[config.mk]
export PLATFORM = sky130hd
export DESIGN_NAME = pwm_cmp_timer
export DESIGN_NICKNAME = d
export VERILOG_FILES = /design/src/rtl/pwmt_pkg.sv /design/src/rtl/pwmt_counter.sv /design/src/rtl/pwmt_cmp_out.sv /design/src/rtl/pwmt_regs.sv /design/src/rtl/pwm_cmp_timer.sv
export SDC_FILE = /design/constraint.sdc
export NUM_CORES = 1
export LEC_CHECK = 0
export BUFFER_PORTS_ARGS = -buffer_cell sky130_fd_sc_hd__buf_2
export CORE_MARGIN = 1.5
export CORE_UTILIZATION = 60
export DETAILED_ROUTE_END_ITERATION = 8
export GPL_ROUTABILITY_DRIVEN = 0
export PLACE_DENSITY = 0.84
export SYNTH_ARGS = -nofsm -noshare
export SYNTH_HDL_FRONTEND = slang
export SYNTH_HIERARCHICAL = 1
export SYNTH_SLANG_ARGS = --single-unit
[constraint.sdc]
create_clock -name clk -period 3.73 [get_ports clk]
set_clock_uncertainty 0.1 [all_clocks]
set_input_delay 0.1865 -clock clk [delete_from_list [all_inputs] [get_ports clk]]
set_output_delay 0.1865 -clock clk [all_outputs]
set_load 0.01 [all_outputs]
[src/rtl/pwmt_pkg.sv]
package pwmt_pkg;

  typedef enum logic [1:0] {
    POL_LOW    = 2'b00,
    POL_ACT_LO = 2'b01,
    POL_ACT_HI = 2'b10,
    POL_HIGH   = 2'b11
  } pol_e;

  typedef enum logic [1:0] {
    TRG_NONE  = 2'b00,
    TRG_ZERO  = 2'b01,
    TRG_PEAK  = 2'b10,
    TRG_MATCH = 2'b11
  } trg_sel_e;

  // bit 6 run, bit 5 trip enable, bit 4 output enable, [3:2] trigger, [1:0] polarity
  typedef struct packed {
    logic     run;
    logic     trip_en;
    logic     oe;
    trg_sel_e trg;
    pol_e     pol;
  } ctrl_t;

  localparam int CTRL_W = $bits(ctrl_t);

  typedef struct packed {
    logic zero;
    logic peak;
    logic match;
    logic match_up;
  } evt_t;

  localparam logic [2:0] A_PER     = 3'd0;
  localparam logic [2:0] A_CMP     = 3'd1;
  localparam logic [2:0] A_CTRL    = 3'd2;
  localparam logic [2:0] A_STAT    = 3'd3;
  localparam logic [2:0] A_CNT     = 3'd4;
  localparam logic [2:0] A_PER_ACT = 3'd5;
  localparam logic [2:0] A_CMP_ACT = 3'd6;

  localparam int STAT_DIR_BIT  = 0;
  localparam int STAT_FLAG_BIT = 1;

endpackage

[src/rtl/pwmt_counter.sv]
module pwmt_counter
  import pwmt_pkg::*;
#(
  parameter int W = 16
) (
  input  logic         clk,
  input  logic         rst_n,
  input  logic         run,
  input  logic [W-1:0] per_buf,
  input  logic [W-1:0] cmp_buf,
  input  trg_sel_e     trg,
  output logic [W-1:0] cnt,
  output logic         dir_up,
  output logic [W-1:0] per_act,
  output logic [W-1:0] cmp_act,
  output evt_t         evt,
  output logic         adc_start
);

  localparam logic [W-1:0] ONE = {{(W-1){1'b0}}, 1'b1};

  logic [W-1:0] cnt_q, cnt_n;
  logic         dir_q, dir_n;
  logic [W-1:0] per_q, cmp_q;
  logic         load;
  logic         trg_hit;
  logic         adc_q;

  always_comb begin
    cnt_n = cnt_q;
    dir_n = dir_q;
    evt   = '0;
    if (!run || per_q == '0) begin
      cnt_n = '0;
      dir_n = 1'b1;
    end else if (dir_q) begin
      cnt_n = cnt_q + ONE;
      if (cnt_n == per_q) begin
        dir_n    = 1'b0;
        evt.peak = 1'b1;
      end
    end else begin
      cnt_n = cnt_q - ONE;
      if (cnt_n == '0) begin
        dir_n    = 1'b1;
        evt.zero = 1'b1;
      end
    end
    if (run && per_q != '0 && cnt_n == cmp_q) begin
      evt.match    = 1'b1;
      evt.match_up = dir_q;
    end
  end

  assign load = !run || evt.zero;

  always_comb begin
    unique case (trg)
      TRG_ZERO:  trg_hit = evt.zero;
      TRG_PEAK:  trg_hit = evt.peak;
      TRG_MATCH: trg_hit = evt.match;
      default:   trg_hit = 1'b0;
    endcase
  end

  always_ff @(posedge clk or negedge rst_n) begin
    if (!rst_n) begin
      cnt_q <= '0;
      dir_q <= 1'b1;
      per_q <= '0;
      cmp_q <= '0;
      adc_q <= 1'b0;
    end else begin
      cnt_q <= cnt_n;
      dir_q <= dir_n;
      adc_q <= trg_hit;
      if (load) begin
        per_q <= per_buf;
        cmp_q <= cmp_buf;
      end
    end
  end

  assign cnt       = cnt_q;
  assign dir_up    = dir_q;
  assign per_act   = per_q;
  assign cmp_act   = cmp_q;
  assign adc_start = adc_q;

endmodule

[src/rtl/pwmt_cmp_out.sv]
module pwmt_cmp_out
  import pwmt_pkg::*;
(
  input  logic clk,
  input  logic rst_n,
  input  logic run,
  input  evt_t evt,
  input  pol_e pol,
  input  logic oe_bit,
  input  logic trip_act,
  output logic drv,
  output logic oe
);

  logic state_q;

  always_ff @(posedge clk or negedge rst_n) begin
    if (!rst_n) begin
      state_q <= 1'b0;
    end else if (!run) begin
      state_q <= 1'b0;
    end else if (evt.match) begin
      state_q <= evt.match_up;
    end
  end

  always_comb begin
    unique case (pol)
      POL_LOW:    drv = 1'b0;
      POL_ACT_LO: drv = ~state_q;
      POL_ACT_HI: drv = state_q;
      default:    drv = 1'b1;
    endcase
  end

  // trip acts on the pad without waiting for a clock edge
  assign oe = oe_bit & ~trip_act;

endmodule

[src/rtl/pwmt_regs.sv]
module pwmt_regs
  import pwmt_pkg::*;
#(
  parameter int W = 16
) (
  input  logic         clk,
  input  logic         rst_n,
  input  logic         wr_en,
  input  logic [2:0]   addr,
  input  logic [W-1:0] wr_data,
  input  logic         trip_act,
  input  logic [W-1:0] cnt,
  input  logic         dir_up,
  input  logic [W-1:0] per_act,
  input  logic [W-1:0] cmp_act,
  output logic [W-1:0] per_buf,
  output logic [W-1:0] cmp_buf,
  output ctrl_t        ctrl,
  output logic         flag,
  output logic [W-1:0] rd_data
);

  logic [W-1:0] per_q, cmp_q;
  ctrl_t        ctrl_q, ctrl_n;
  logic         flag_q;
  logic         clr_req;

  always_comb begin
    ctrl_n = ctrl_q;
    if (wr_en && addr == A_CTRL) ctrl_n = ctrl_t'(wr_data[CTRL_W-1:0]);
    if (trip_act) ctrl_n.oe = 1'b0;
  end

  assign clr_req = wr_en && addr == A_STAT && wr_data[STAT_FLAG_BIT];

  always_ff @(posedge clk or negedge rst_n) begin
    if (!rst_n) begin
      per_q  <= '0;
      cmp_q  <= '0;
      ctrl_q <= '0;
      flag_q <= 1'b0;
    end else begin
      if (wr_en && addr == A_PER) per_q <= wr_data;
      if (wr_en && addr == A_CMP) cmp_q <= wr_data;
      ctrl_q <= ctrl_n;
      if (trip_act)     flag_q <= 1'b1;
      else if (clr_req) flag_q <= 1'b0;
    end
  end

  always_comb begin
    rd_data = '0;
    unique case (addr)
      A_PER:     rd_data = per_q;
      A_CMP:     rd_data = cmp_q;
      A_CTRL:    rd_data = {{(W-CTRL_W){1'b0}}, ctrl_q};
      A_STAT:    rd_data = {{(W-2){1'b0}}, flag_q, dir_up};
      A_CNT:     rd_data = cnt;
      A_PER_ACT: rd_data = per_act;
      A_CMP_ACT: rd_data = cmp_act;
      default:   rd_data = '0;
    endcase
  end

  assign per_buf = per_q;
  assign cmp_buf = cmp_q;
  assign ctrl    = ctrl_q;
  assign flag    = flag_q;

endmodule

[src/rtl/pwm_cmp_timer.sv]
module pwm_cmp_timer
  import pwmt_pkg::*;
#(
  parameter int W = 16
) (
  input  logic         clk,
  input  logic         rst_n,
  input  logic         wr_en,
  input  logic [2:0]   addr,
  input  logic [W-1:0] wr_data,
  output logic [W-1:0] rd_data,
  input  logic         trip_n,
  output logic         cmp_drv,
  output logic         cmp_oe,
  output logic         adc_start,
  output logic         prot_flag,
  output logic         cnt_dir
);

  ctrl_t        ctrl;
  logic [W-1:0] per_buf, cmp_buf, per_act, cmp_act, cnt;
  evt_t         evt;
  logic         trip_act;

  assign trip_act = ctrl.trip_en & ~trip_n;

  pwmt_regs #(.W(W)) u_regs (
    .clk      (clk),
    .rst_n    (rst_n),
    .wr_en    (wr_en),
    .addr     (addr),
    .wr_data  (wr_data),
    .trip_act (trip_act),
    .cnt      (cnt),
    .dir_up   (cnt_dir),
    .per_act  (per_act),
    .cmp_act  (cmp_act),
    .per_buf  (per_buf),
    .cmp_buf  (cmp_buf),
    .ctrl     (ctrl),
    .flag     (prot_flag),
    .rd_data  (rd_data)
  );

  pwmt_counter #(.W(W)) u_cnt (
    .clk       (clk),
    .rst_n     (rst_n),
    .run       (ctrl.run),
    .per_buf   (per_buf),
    .cmp_buf   (cmp_buf),
    .trg       (ctrl.trg),
    .cnt       (cnt),
    .dir_up    (cnt_dir),
    .per_act   (per_act),
    .cmp_act   (cmp_act),
    .evt       (evt),
    .adc_start (adc_start)
  );

  pwmt_cmp_out u_out (
    .clk      (clk),
    .rst_n    (rst_n),
    .run      (ctrl.run),
    .evt      (evt),
    .pol      (ctrl.pol),
    .oe_bit   (ctrl.oe),
    .trip_act (trip_act),
    .drv      (cmp_drv),
    .oe       (cmp_oe)
  );

endmodule

# == After elaboration in Yosys (flattened, before gate mapping) ==
# Cells that the tools add are included.
# word_totals
ff_bits,91
word_cells,72
mem_bits_ro,0
ram_bits,0
input_bits,23
latch_bits,0
n_memories,0
output_inout_bits,21
# classes
n_mul,0
n_mux,20
n_div,0
reduce_logical,17
eq_ne,14
bitwise,5
shift,0
add_sub_neg,2
order_cmp,0
# op_table
operator,count
$pmux 16 s7,1
$eq 16x16->1,2
$logic_not 16->1,2
$mux 16,2
$add 16x1->16 const B,1
$reduce_bool 16->1,1
$sub 16x1->16 const B,1
$mux 1,12
$eq 3x3->1 const B,3
$logic_and 1x1->1,7
$eq 2x2->1 const B,3
$eq 3x2->1 const B,2
$pmux 1 s3,2
$mux 5,1
$eq 2x1->1 const B,2
$mux 2,2
$reduce_bool 2->1,2
$eq 3x1->1 const B,1
$logic_not 3->1,1
$not 1->1,3
$and 1x1->1,2
$logic_not 2->1,1
$logic_or 1x1->1,2
$ne 2x2->1 const B,1
$logic_not 1->1,1

# == Longest topological paths before layout ==
# Gate-level depths: netlist (run 1).
# logic_depth
ltp_word,8
depth_mapped,14
mapped_depth_nobuf,12

# == By module ==
# Netlist (run 1), hierarchy kept.
# modules_own_cells
module,area_each_um2,instances,cells_per_inst,seq_area_each_um2
pwmt_counter,3527.1,1,364,1252.5
pwmt_regs,2422.3,1,202,1001.0
pwmt_cmp_out,62.6,1,5,25.0
pwm_cmp_timer,13.8,1,1,0.0

# == Worst setup path after synthesis (run 1) ==
# OpenSTA, ideal clock, no wires.
# synth_path
path_type,reg-to-reg
start,register u_cnt.cnt_q[0] (netlist: u_cnt/cnt[0])
end,register u_cnt.cmp_q[0] (netlist: u_cnt/cmp_act[0])
synth_period_minus_slack_ns,3.110
stages_incl_launch_ff,14
path_slack_ns,0.620
t_arrival_ns,2.882
n_path_buf,3
setup_ns,0.127
required_ns,3.503
cell_sequence,dfrtp_1 buf_2 inv_1 ha_1 buf_2 nor3b_1 and2_1 a32oi_1 o32a_1 nor4_2 nand4_1 nand2_2 buf_6 mux2_1
# synth_between
elab_chain_len,6
# synth_lines
element,line,source
start: declaration,pwmt_counter.sv:22,"logic [W-1:0] cnt_q, cnt_n;"
start signal: assignment,pwmt_counter.sv:74,cnt_q <= cnt_n;
$sub 16x1->16,pwmt_counter.sv:43,cnt_n = cnt_q - ONE;
$logic_not 16->1,pwmt_counter.sv:44,if (cnt_n == '0) begin
$mux 1,pwmt_counter.sv:44,
$mux 1,pwmt_counter.sv:36,end else if (dir_q) begin
$mux 2,pwmt_counter.sv:33,if (!run || per_q == '0) begin
$logic_or 1x1->1,pwmt_counter.sv:55,assign load = !run || evt.zero;
end signal: assignment,pwmt_counter.sv:79,cmp_q <= cmp_buf;
end: declaration,pwmt_counter.sv:24,"logic [W-1:0] per_q, cmp_q;"
# Every way passes these cells.
# A chain may end at the register's enable or synchronous reset.

# == Worst setup path after layout (run 1) ==
# layout_path
start,register u_cnt.cnt_q[0] (netlist: u_cnt/cnt[0])
end,register u_cnt.per_q[12] (netlist: u_cnt/per_act[12])
# layout_between
elab_chain_len,6
# layout_lines
element,line,source
$sub 16x1->16,pwmt_counter.sv:43,
$logic_not 16->1,pwmt_counter.sv:44,
$mux 1,pwmt_counter.sv:44,
$mux 1,pwmt_counter.sv:36,
$mux 2,pwmt_counter.sv:33,
$logic_or 1x1->1,pwmt_counter.sv:55,
end signal: assignment,pwmt_counter.sv:78,per_q <= per_buf;
end: declaration,pwmt_counter.sv:24,
# Every way passes these cells.

==> results of run 1 <==
==> power by group through the flow <==
stage,logic [W],registers (W),clock network [W]
after floorplan,0.000948,0.00142,0
after global placement,0.00112,0.00153,0
after detailed placement,0.00116,0.00155,0
after CTS,0.00119,0.00153,0.000627
after global routing,0.00134,0.00158,0.000672
final,0.00125,0.00155,0.000629
==> cells in the final DEF, fill, tap and decap left out, types with 3 or more instances in the layout <==
| master | instances |
|---|---|
| dfrtp_1 | 90 |
| mux2_2 | 51 |
| buf_2 | 42 |
| nor2_1 | 38 |
| mux2_1 | 30 |
| xor2_1 | 26 |
| nand2_1 | 26 |
| o21ai_0 | 26 |
| xnor2_1 | 22 |
| nand3_1 | 22 |
| buf_4 | 21 |
| mux2i_1 | 21 |
| dlygate4sd3_1 | 18 |
| a21oi_1 | 14 |
| clkbuf_8 | 11 |
| mux2_4 | 11 |
| nor4_1 | 9 |
| nor3_1 | 9 |
| nor2b_1 | 9 |
| inv_1 | 7 |
| nand4_1 | 7 |
| a22oi_1 | 7 |
| a32oi_1 | 7 |
| or4_1 | 6 |
| and3_1 | 6 |
| a221oi_1 | 6 |
| a31oi_1 | 4 |
| nor4_2 | 4 |
| a21o_1 | 3 |
| nand2b_1 | 3 |
| nand3b_1 | 3 |
| ha_1 | 3 |
==> flip-flops by register name (all words and copies together) (netlist names) <==
name             cells
u_regs/flag          1
u_out/state_q        1
u_cnt/cmp_act       16
u_cnt/dir_up         1
u_cnt/adc_start      1
u_regs/ctrl          7
u_cnt/per_act       16
u_regs/per_buf      16
u_cnt/cnt           16
u_regs/cmp_buf      16
==> through the flow <==
step	worst slack [ns]	power, W
after floorplan	0.652	0.00237
after global placement	0.299	0.00265
after detailed placement	0.259	0.00272
after CTS	0.246	0.00335
after global routing	0.0714	0.00359
final	0.207	0.00344
==> routing by layer <==
layer | GRT usage, % | part of all wire [%]
met3 | 8.33 | 9.5
met4 | 13.8 | 4.6
met2 | 52.2 | 47
met1 | 44.5 | 39
met5 | 0 | 0
==> tightest hold or removal path: cells and delay by family <==
family / cells / cell delay, ns
and+or+nand+nor: 1 / 0.09
AOI/OAI and AO/OA: 1 / 0.11
buffers and inverters: 1 / 0.12
==> worst paths after layout <==
path	start	end	slack, ns	cells after the start
setup reg to reg	u_cnt/cnt[0]$_DFF_PN0_	u_cnt/per_act[12]$_DFFE_PN0P_	0.21	10
hold reg to reg	u_regs/cmp_buf[14]$_DFFE_PN0P_	u_cnt/cmp_act[14]$_DFFE_PN0P_	0.42	1
setup / recovery	u_cnt/cnt[0]$_DFF_PN0_	u_cnt/per_act[12]$_DFFE_PN0P_	0.21	10
hold / removal	wr_en	u_regs/flag$_DFFE_PN0P_	0.07	3
min in group asynchronous	rst_n	u_regs/cmp_buf[14]$_DFFE_PN0P_	0.33	2
max in group asynchronous	rst_n	u_cnt/cnt[1]$_DFF_PN0_	2.25	3
==> what timing repair did <==
action	CTS	global route
endpoints found under the setup margin	0	32
resized for setup	0	3
hold buffers	18	0
hold endpoints to repair	95	0
==> layout make-up <==
class	count	share of cell area (%)
clock buffers	13	2.38
repair buffers	81	8.21
inverters	8	0.450
flip-flops and latches	91	34.1
well taps	133	2.49
multi-input cells	429	52.0
clock inverters	3	0.338
==> flow_summary.yaml, run 1 <==
clocking:
  cts.path.max_buffers: 2
  cts_root_buf: "clkbuf_8"
  worstSkewPairLatency_ns: 0.37
  clk_pin_slew_worst_paths_ns: 0.09
  cts_made_buffers: 9
  post-cts-setup-buffers: 0
  cts_tree: "done"
  cts.sinks: 91
  h-tree-depth: 3
setup_path:
  crit_type: "flip-flop to flip-flop"
  critical_path.max_stage_delay_ns: 0.61
  worstPathRequired_ns: 3.87
  crit_arrival_ns: 3.67
  startpoint_type: "flip-flop"
  crit_buf_inv: 2
  slowest_stage: "or4_4"
  crit_top_cell: "buf_4"
  cpLargestDelayFamily: "simple AND/OR/NAND/NOR gates"
  worstPathCellList: "buf_4 > or4_4 > nor4_4 > xnor2_1 > o2111ai_1 > nor4_2 > nand4_1 > nand2_2 > buf_4 > mux2_1"
  worst_setup_path_end_kind: "flip-flop"
  critPathMaxFanout: 18
floorplan:
  die_w_um: 103
  io_pins: 44
  die_area_mm2: 0.0106
  core_area_mm2: 0.00977
  num_rows: 36
  start_util_pct: 61.6
  die_h_um: 103
timing:
  slew_viol_final: 0
  final.setup.tns_ns: 0
  hold_violations: 0
  worst_pin_slew_ns: 1.09
  rsz0062_at_grt: "false"
  fmax_mhz: 284
  setup_viol: 0
  maxSlewHeadroom_pct: 27.1
  fin_crit_sh_pct: 94.5
  min_period_ns: 3.52
  holdWs_ns: 0.0696
detailed_routing:
  drc: 0
  dr.pass1.iters: 6
  wl_per_cell_um: 22.3
  num_vias: 5214
  drtIter0Drc: 910
  avgViaCountPerCell: 6.88
  finalWirelength_mm: 16.9
  ant_nets: 0
placement:
  placedCellCount: 724
  place_area_mm2: 0.00629
  hpwl_mm: 11.2
  portBuffers: 43
synthesis:
  synth_nets: 597
  synth_cells: 571
  avgSynthCellArea_um2: 10.5
  syn_area_mm2: 0.00602
  synth_warnings: 6
cells_and_area:
  final_util_pct: 68.3
  multi_input_area_mm2: 0.00347
  fillerInstances: 689
  areaGrowthSynthToFinish_pct: 10.8
  layout.nets: 646
  drive_above_1_share_pct: 25.9
  regArea_mm2: 0.00228
  fin_cells: 758
  design_area_mm2: 0.00667
  diodes: 0
worst_hold_path:
  min_path_type: "primary input to flip-flop"
global_route:
  antenna_found_initial: 0
  grt_pass1_vias: 5044
  overflow: 0
  grt_pass1_wl_mm: 26.8
  grt_usage_pct: 33.3
  grt_max_degree: 59
power_and_ir_drop:
  vdd_drop_max_uv: 411
  clockPowerShare_pct: 18.3
  seqPwrFrac_pct: 45.2
  pwr_density_cell_mw_per_mm2: 515
  combinationalPowerShare_pct: 36.4
  p_leak_nw: 2.85
  swShare_pct: 38.0
  p_int_w: 0.00213
  switchingPower_w: 0.00131
flow_run:
  cap_viol_max_count: 0
outcome:
  run_status: "finished clean"
(Power assumes the default switching activity.)
==> inputs of run 2 (changes only) <==
--- a/config.mk
+++ b/config.mk
@@ -6,6 +6,7 @@
 export NUM_CORES = 1
 export LEC_CHECK = 0
 export BUFFER_PORTS_ARGS = -buffer_cell sky130_fd_sc_hd__buf_2
+export CORE_ASPECT_RATIO = 1.5
 export CORE_MARGIN = 1.5
 export CORE_UTILIZATION = 60
 export DETAILED_ROUTE_END_ITERATION = 8
==> flow_summary.yaml, run 2 (synthesis gave the netlist of run 1 again) <==
timing:
  final.setup.tns_ns: 0
  setup_viol: 0
  maxSlewHeadroom_pct: 30.8
  min_period_ns: 3.54
  worst_pin_slew_ns: 1.02
  hold_violations: 0
  slew_viol_final: 0
  rsz0062_at_grt: "false"
  fin_crit_sh_pct: 94.8
  fmax_mhz: 283
detailed_routing:
  dr.pass1.iters: 5
  avgViaCountPerCell: 7.01
  finalWirelength_mm: 16.9
  ant_nets: 0
  num_vias: 5138
  wl_per_cell_um: 23.1
  drc: 0
  drtIter0Drc: 709
floorplan:
  die_h_um: 126
  io_pins: 44
  core_area_mm2: 0.00974
  num_rows: 44
  die_area_mm2: 0.0107
  die_w_um: 84.8
  start_util_pct: 61.8
setup_path:
  slowest_stage: "or4_1"
  critPathMaxFanout: 12
  startpoint_type: "flip-flop"
  reg2reg_depth: 10
  crit_type: "flip-flop to flip-flop"
  critical_path.max_stage_delay_ns: 0.71
  worstPathCellList: "or4_1 > nor4_4 > mux2i_1 > xor2_1 > o221ai_1 > a2111oi_4 > o2111ai_2 > inv_1 > mux2i_1 > nor2b_1"
  worst_setup_path_end_kind: "flip-flop"
  crit_arrival_ns: 3.67
  crit_top_cell: "mux2i_1"
  reg2reg_slack_ns: 0.19
  worstPathRequired_ns: 3.86
global_route:
  overflow: 0
  antenna_found_initial: 0
  grt_max_degree: 64
  grt_pass1_vias: 5167
  grt_pass1_wl_mm: 27.3
  grt_usage_pct: 32.7
outcome:
  run_status: "finished clean"
clocking:
  cts_tree: "done"
  cts_root_buf: "clkbuf_16"
  cts_made_buffers: 9
  post-cts-setup-buffers: 0
  worstSkewPairLatency_ns: 0.34
  cts.sinks: 91
  cts.path.max_buffers: 2
  h-tree-depth: 3
  clk_pin_slew_worst_paths_ns: 0.07
cells_and_area:
  diodes: 0
  regArea_mm2: 0.00228
  multi_input_area_mm2: 0.00346
  areaGrowthSynthToFinish_pct: 11.4
  layout_common_cells: "dfrtp_1, mux2_2, buf_2"
  drive_above_1_share_pct: 25.9
  final_common_cell: "dfrtp_1"
  fillerInstances: 656
  fin_cells: 733
  layout.nets: 639
placement:
  hpwl_mm: 11.4
  portBuffers: 43
  placedCellCount: 704
power_and_ir_drop:
  p_leak_nw: 2.87
  pwr_density_cell_mw_per_mm2: 554
  power_w: 0.00372
  vdd_drop_max_uv: 433
worst_hold_path:
  min_path_type: "primary input to flip-flop"
  whs_path_depth: 2
flow_run:
  cap_viol_max_count: 0
[run 2: cell types whose count changed in the layout (fill, tap and decap cells not counted), sizes merged]
| cell | delta |
|---|---|
| inv | +2 |
| buf | -2 |
| dlygate4sd3 | -5 |
| clkinvlp | +2 |
| clkinv | -2 |
| bufinv | +1 |
| clkbuf | -3 |
[run 2: repair_timing]
item / 4_1_cts / 5_1_grt
hold buffers: 13 / 0
endpoints found under the hold margin: 81 / 0
resized for setup: 0 / 2
setup endpoints to repair: 0 / 34
[run 2: worst max-delay path, delay by kind of cell (launching register included)]
kind                      cells  cell delay [ns]
muxes                         2             0.33
DFF                           1             0.60
xor gates and xnor gates      1             0.31
and+or+nand+nor               3             1.09
buffers and inverters         1             0.11
AOI/OAI and AO/OA             3             0.90
[run 2: area by class of cell]
class                      count  area share, %
timing repair buffer          74           7.38
tap                          115           2.14
sequential                    91           34.0
inverter                       8          0.448
clock inverter                 6           1.06
clock buffer                  10           3.41
multi-input combinational    429           51.6
[run 2: layer usage]
layer	track usage (%)	vias up	wire length, um
met4	17.8	0	949
met3	4.72	76	1310
met5	0	-	0
met1	41.0	2506	6320
li1	-	2197	-
met2	54.2	359	8340
[run 2: path summary, 6_finish.rpt]
path                                                      from                        endpoint
max in group asynchronous                                rst_n   u_cnt/per_act[12]$_DFFE_PN0P_
min in group asynchronous                                rst_n  u_regs/per_buf[10]$_DFFE_PN0P_
worst max register to register         u_cnt/cnt[10]$_DFF_PN0_       u_out/state_q$_DFFE_PN0P_
worst min register to register  u_regs/cmp_buf[14]$_DFFE_PN0P_   u_cnt/cmp_act[14]$_DFFE_PN0P_
worst max-delay path                   u_cnt/cnt[10]$_DFF_PN0_       u_out/state_q$_DFFE_PN0P_
worst min-delay path                                wr_data[2]      u_regs/ctrl[2]$_DFFE_PN0P_
[run 2: where the power goes]
part	internal [W]	switching [W]	total, W	leakage (nW)
registers	0.00123	0.000339	0.00157	1.12
logic	0.000620	0.000611	0.00123	1.60
clock network	0.000525	0.000392	0.000917	0.140
total	0.00238	0.00134	0.00372	2.87
[run 2: through the flow]
step	setup WS, ns	area (um^2)	hold WS (ns)	util [%]
4_1_cts	0.157	6700	0.000236	68.7
6_report	0.194	6710	0.0102	68.9
5_1_grt	0.0631	6710	0.00551	68.9
2_1_floorplan	0.652	6020	-0.209	-
3_3_place_gp	0.397	6270	0.213	64.3
3_5_place_dp	0.189	6270	0.218	64.3
